$ cat src/rtl/serStopPkg.sv
package serStopPkg;
  typedef struct packed {
    logic wrCfgHi;
    logic wrIntrHi;
    logic wrIntrLo;
    logic wrRamHi;
    logic wrRamLo;
    logic rdCfg;
    logic rdIntr;
    logic rdRam;
  } ctlStrobeT;

  localparam int STOP_POS = 15;
  localparam int HALT_POS = 14;
  localparam int ERR_POS  = 13;
  localparam int LVL_W    = 3;
  localparam int VEC_W    = 8;
endpackage

$ cat src/rtl/serStopDecode.sv
module serStopDecode
  import serStopPkg::*;
#(
  parameter int ADDR_W    = 6,
  parameter int RAM_DEPTH = 16,
  localparam int RAM_AW   = $clog2(RAM_DEPTH),
  localparam int OFF_W    = ADDR_W - 1
) (
  input  logic              regWrEn,
  input  logic              regRdEn,
  input  logic [ADDR_W-1:0] regAddr,
  input  logic [1:0]        regByteEn,
  input  logic              stopNow,
  output ctlStrobeT         strobes,
  output logic [RAM_AW-1:0] ramIdx
);
  logic isCfg;
  logic isIntr;
  logic isRam;
  logic [OFF_W-1:0] ramOff;

  assign ramOff = regAddr[OFF_W-1:0];
  assign isCfg  = (regAddr == ADDR_W'(0));
  assign isIntr = (regAddr == ADDR_W'(1));
  assign isRam  = regAddr[ADDR_W-1] && (ramOff < OFF_W'(RAM_DEPTH));
  assign ramIdx = regAddr[RAM_AW-1:0];

  always_comb begin
    strobes          = '0;
    // writes are honoured whether or not the clock is stopped
    strobes.wrCfgHi  = regWrEn && isCfg && regByteEn[1];
    strobes.wrIntrHi = regWrEn && isIntr && regByteEn[1];
    strobes.wrIntrLo = regWrEn && isIntr && regByteEn[0];
    strobes.wrRamHi  = regWrEn && isRam && regByteEn[1];
    strobes.wrRamLo  = regWrEn && isRam && regByteEn[0];
    // reads other than configuration are blocked during stop
    strobes.rdCfg    = regRdEn && isCfg;
    strobes.rdIntr   = regRdEn && isIntr && !stopNow;
    strobes.rdRam    = regRdEn && isRam && !stopNow;
  end
endmodule

$ cat src/rtl/serStopRegs.sv
module serStopRegs
  import serStopPkg::*;
#(
  parameter int RAM_DEPTH = 16,
  localparam int RAM_AW   = $clog2(RAM_DEPTH)
) (
  input  logic              clk,
  input  logic              rstN,
  input  ctlStrobeT         strobes,
  input  logic [RAM_AW-1:0] ramIdx,
  input  logic [15:0]       regWrData,
  input  logic              engineBusy,
  input  logic              haltAck,
  output logic [15:0]       regRdData,
  output logic              stopNow,
  output logic              haltReq,
  output logic              stopErrNow
);
  logic             stopBit;
  logic             haltBit;
  logic             errBit;
  logic [LVL_W-1:0] intrLvl;
  logic [VEC_W-1:0] intrVec;
  logic [15:0]      queueMem [RAM_DEPTH];
  logic             badStop;

  assign badStop = !stopBit && regWrData[STOP_POS] && engineBusy && !haltAck;

  always_ff @(posedge clk or negedge rstN) begin
    if (!rstN) begin
      stopBit <= 1'b1;
      haltBit <= 1'b0;
      errBit  <= 1'b0;
    end else if (strobes.wrCfgHi) begin
      stopBit <= regWrData[STOP_POS];
      haltBit <= regWrData[HALT_POS];
      if (badStop)                 errBit <= 1'b1;
      else if (regWrData[ERR_POS]) errBit <= 1'b0;
    end
  end

  always_ff @(posedge clk or negedge rstN) begin
    if (!rstN) begin
      intrLvl <= '0;
      intrVec <= '0;
    end else begin
      if (strobes.wrIntrHi) intrLvl <= regWrData[8 +: LVL_W];
      if (strobes.wrIntrLo) intrVec <= regWrData[0 +: VEC_W];
    end
  end

  always_ff @(posedge clk) begin
    if (strobes.wrRamHi) queueMem[ramIdx][15:8] <= regWrData[15:8];
    if (strobes.wrRamLo) queueMem[ramIdx][7:0]  <= regWrData[7:0];
  end

  always_comb begin
    regRdData = '0;
    if (strobes.rdCfg) begin
      regRdData[STOP_POS] = stopBit;
      regRdData[HALT_POS] = haltBit;
      regRdData[ERR_POS]  = errBit;
    end else if (strobes.rdIntr) begin
      regRdData[8 +: LVL_W] = intrLvl;
      regRdData[0 +: VEC_W] = intrVec;
    end else if (strobes.rdRam) begin
      regRdData = queueMem[ramIdx];
    end
  end

  assign stopNow    = stopBit;
  assign haltReq    = haltBit;
  assign stopErrNow = errBit;
endmodule

$ cat src/rtl/serStopGate.sv
module serStopGate (
  input  logic clk,
  input  logic rstN,
  input  logic enReq,
  output logic gateEn,
  output logic gatedClk
);
  // enable taken over while clk is low, so the AND below cannot glitch
  always_ff @(negedge clk or negedge rstN) begin
    if (!rstN) gateEn <= 1'b0;
    else       gateEn <= enReq;
  end

  assign gatedClk = clk & gateEn;
endmodule

$ cat src/rtl/serStopCtl.sv
module serStopCtl
  import serStopPkg::*;
#(
  parameter int ADDR_W    = 6,
  parameter int RAM_DEPTH = 16
) (
  input  logic              clk,
  input  logic              rstN,
  input  logic              regWrEn,
  input  logic              regRdEn,
  input  logic [ADDR_W-1:0] regAddr,
  input  logic [1:0]        regByteEn,
  input  logic [15:0]       regWrData,
  output logic [15:0]       regRdData,
  input  logic              engineBusy,
  input  logic              haltAck,
  output logic              haltReq,
  output logic              gatedClk
);
  localparam int RAM_AW = $clog2(RAM_DEPTH);

  ctlStrobeT         strobes;
  logic [RAM_AW-1:0] ramIdx;
  logic              stopNow;
  logic              stopErrNow;
  logic              gateEn;

  serStopDecode #(.ADDR_W(ADDR_W), .RAM_DEPTH(RAM_DEPTH)) i_decode (
    .regWrEn(regWrEn), .regRdEn(regRdEn), .regAddr(regAddr),
    .regByteEn(regByteEn), .stopNow(stopNow),
    .strobes(strobes), .ramIdx(ramIdx)
  );

  serStopRegs #(.RAM_DEPTH(RAM_DEPTH)) i_regs (
    .clk(clk), .rstN(rstN), .strobes(strobes), .ramIdx(ramIdx),
    .regWrData(regWrData), .engineBusy(engineBusy), .haltAck(haltAck),
    .regRdData(regRdData), .stopNow(stopNow), .haltReq(haltReq),
    .stopErrNow(stopErrNow)
  );

  serStopGate i_gate (
    .clk(clk), .rstN(rstN), .enReq(!stopNow),
    .gateEn(gateEn), .gatedClk(gatedClk)
  );
endmodule

$ cat config.mk
export PLATFORM = sky130hd
export DESIGN_NAME = serStopCtl
export DESIGN_NICKNAME = d
export VERILOG_FILES = /design/src/rtl/serStopPkg.sv /design/src/rtl/serStopDecode.sv /design/src/rtl/serStopRegs.sv /design/src/rtl/serStopGate.sv /design/src/rtl/serStopCtl.sv
export SDC_FILE = /design/constraint.sdc
export NUM_CORES = 1
export LEC_CHECK = 0
export BUFFER_PORTS_ARGS = -buffer_cell sky130_fd_sc_hd__buf_2
export CAP_MARGIN = 20
export CELL_PAD_IN_SITES_DETAIL_PLACEMENT = 2
export CELL_PAD_IN_SITES_GLOBAL_PLACEMENT = 2
export CORE_UTILIZATION = 49
export CTS_BUF_LIST = sky130_fd_sc_hd__clkbuf_2 sky130_fd_sc_hd__clkbuf_4 sky130_fd_sc_hd__clkbuf_8
export CTS_CLUSTER_SIZE = 8
export DETAILED_ROUTE_END_ITERATION = 10
export PLACE_DENSITY = 0.78
export SLEW_MARGIN = 0
export SYNTH_ARGS = -nofsm -noshare
export SYNTH_HDL_FRONTEND = slang
export SYNTH_SLANG_ARGS = --single-unit
$ cat constraint.sdc
create_clock -name clk -period 2.3 [get_ports clk]
set_input_delay 0.575 -clock clk [delete_from_list [all_inputs] [get_ports clk]]
set_output_delay 0.575 -clock clk [all_outputs]
set_load 0.01 [all_outputs]
==> results.yml <==
outcome:
  outcome: "finished with violations"
  violations: "setup timing"
critical_path:
  end_kind: "primary output"
  path_class: "reg -> out"
  crit_arrival_ns: 2.45
  cp.required_ns: 1.73
  critPathMaxFanout: 1
  crit_path_start_kind: "flop"
placement:
  portBuffers: 47
  dp_slack_ns: -0.432
  dp_cells: 925
  hpwl_um: 20500
  routabilityCongestion: 0.794
power:
  power.leakage_uw: 0.00468
  peakVddDrop_mv: 0.730
  p_per_area_nw_per_um2: 817
grt:
  antenna_found_initial: 0
  grt_pass1_vias: 7284
  grt_usage_pct: 36.7
  grt_max_degree: 34
  grt_overflow: 0
  grt_pass1_wl_um: 55300
routing:
  vias: 6559
  ant_nets: 0
  viasPerCell: 6.49
  firstDrtPassIters: 4
  wl_per_cell_um: 39.1
  drtIter0Drc: 691
  drc_errors: 0
  drt_wl_total_um: 39500
clock_tree:
  clk_latency_ns: 0.67
  clkSlewWorstSetupHoldPaths_ns: 0.07
  cts_tree: "done"
timing:
  final-hold-violation-count: 0
  setup_viol: 18
  finalMaxSlewViolations: 0
  worstMarginPinSlew_ns: 0.632
  slew-limit-headroom_pct: 57.8
  hold_ws_ns: 0.0982
  layout_setup_ws_ns: -0.726
  skew_ns: 0.00800
  rsz0062_at_grt: "true"
synthesis:
  synth.most_common_cell: "edfxtp_1"
  syn-mean-instance-area_um2: 19.0
  syn-num-nets: 595
  synth.distinct_cells: 38
  ys_seq_area_share_pct: 75.0
  synthFlopType: "edfxtp_1"
  post_synth_inst_count: 565
  syn_area_um2: 10800
  yosysWarningCount: 0
  async_flop_share_pct: 5.54
  synth_largest_area_cell: "edfxtp_1"
  synth_edf_count: 256
  synthTopCellsByCount: "256 x edfxtp_1, 54 x mux2i_1, 40 x mux4_2, 35 x nor2_1, 26 x nand3_1"
  netlist.area_leader.share_pct: 71.5
  ys_ff_latch: 271
  synthTopCellsByArea: "edfxtp_1 71%, mux4_2 8.4%, mux2i_1 5.0%"
final_layout:
  area_delta_synth_final_pct: 22.1
  layout.nets: 734
  drive_gt1_share_pct: 39.5
  stdcell_count: 1011
  register_area_um2: 8060
  final_core_util_pct: 61.7
  fill_cells: 1665
  multiInputGateArea_um2: 2860
  diodes: 0
floorplan:
  core_area_um2: 21300
  fp-row-count: 53
  die_h_um: 150
  start_util_pct: 50.5
  io_pins: 48
  die_x_um: 150
  dieArea_um2: 22600
flow_run:
  cap_violations: 0
hold_path:
  min_path_type: "in -> reg"
==> worst max-delay path, cell delays in order, from the launching register on <==
cell and delay, ns:
dfrtn_1 0.40, and2_4 0.14, buf_6 0.09
==> per-layer routing <==
layer  share of wire [%]  track usage (%)  vias to the layer above
li1                    -                -                     2571
met1                  36             43.5                     3448
met2                  52             64.6                      414
met3                 6.9             7.09                      126
met4                 4.7             17.1                        0
met5                   0                0                        -
==> where the power goes <==
group	leakage, uW	internal, uW	switching (uW)
Clock	0.000481	2380	2240
Sequential	0.00250	5430	30.8
Combinational	0.00170	244	412
==> worst paths after layout <==
check,startpoint,endpoint,slack [ns],cells past startpoint
max,i_gate.gateEn,gatedClk,-0.73,2
min,haltAck,i_regs.stopErrNow,0.1,2
max reg2reg,i_regs.stopNow,i_gate.gateEn,0.18,3
min reg2reg,i_regs.intrLvl[2],i_regs.intrLvl[2],0.54,1
max in group asynchronous,rstN,i_gate.gateEn,0.88,2
min in group asynchronous,rstN,i_regs.intrVec[1],0.43,3
==> final cells by class <==
cell class / count / share of cell area [%]
Clock buffer: 68 / 6.44
Clock inverter: 15 / 0.467
Inverter: 2 / 0.0571
Multi-Input combinational cell: 262 / 21.7
Sequential cell: 271 / 61.4
Tap cell: 275 / 2.62
Timing Repair Buffer: 118 / 7.32
==> cells by family after synthesis <==
family                 Yosys count  synth area share (%)
DFF                            271                  75.0
and+or+nand+nor                111                  5.24
muxes                          107                  14.8
AOI/OAI and AO/OA               44                  3.20
buffers and inverters           32                  1.85
==> through the flow <==
step	instance area [um^2]	total power (uW)	setup TNS (ns)
after detailed placement	11800	6140	-10.22
after global routing	13100	11000	-9.31
after global placement	11800	6090	-3.75
after floorplan	10800	5850	0
after CTS	13000	10500	-8.36
final	13100	10700	-8.92
==> cell usage in the layout (no fill, tap or decap), drive strengths merged <==
cell,instances
a32oi,14
and2,2
clkinv,14
buf,117
and3,3
nor2b,3
nand4,1
nor3,2
o21ai,1
o41ai,1
or2,1
nand3,26
and3b,1
o211ai,2
mux4,40
inv,2
dfrtp,13
dfrtn,1
o22ai,2
nor2,38
clkinvlp,1
or3,1
nand2,26
dfstp,1
mux2,13
dlygate4sd3,1
mux2i,54
and2b,2
a22oi,24
nor4,1
nand2b,4
clkbuf,68
edfxtp,256
==> flip-flops by register name (all words and copies together), names as in the netlist <==
signal / cells
i_regs.queueMem: 256
i_regs.intrVec: 8
i_regs.intrLvl: 3
i_gate.gateEn: 1
i_regs.haltReq: 1
i_regs.stopErrNow: 1
i_regs.stopNow: 1
==> timing repair <==
item / in CTS / in global routing
gates cloned: 2 / 0
setup buffers: 3 / 0
pin swaps: 10 / 8
hold buffers: 1 / 0
endpoints found under the setup margin: 18 / 18
resized for setup: 56 / 25
endpoints found under the hold margin: 13 / 0
Power figures use the tool's default switching activity.
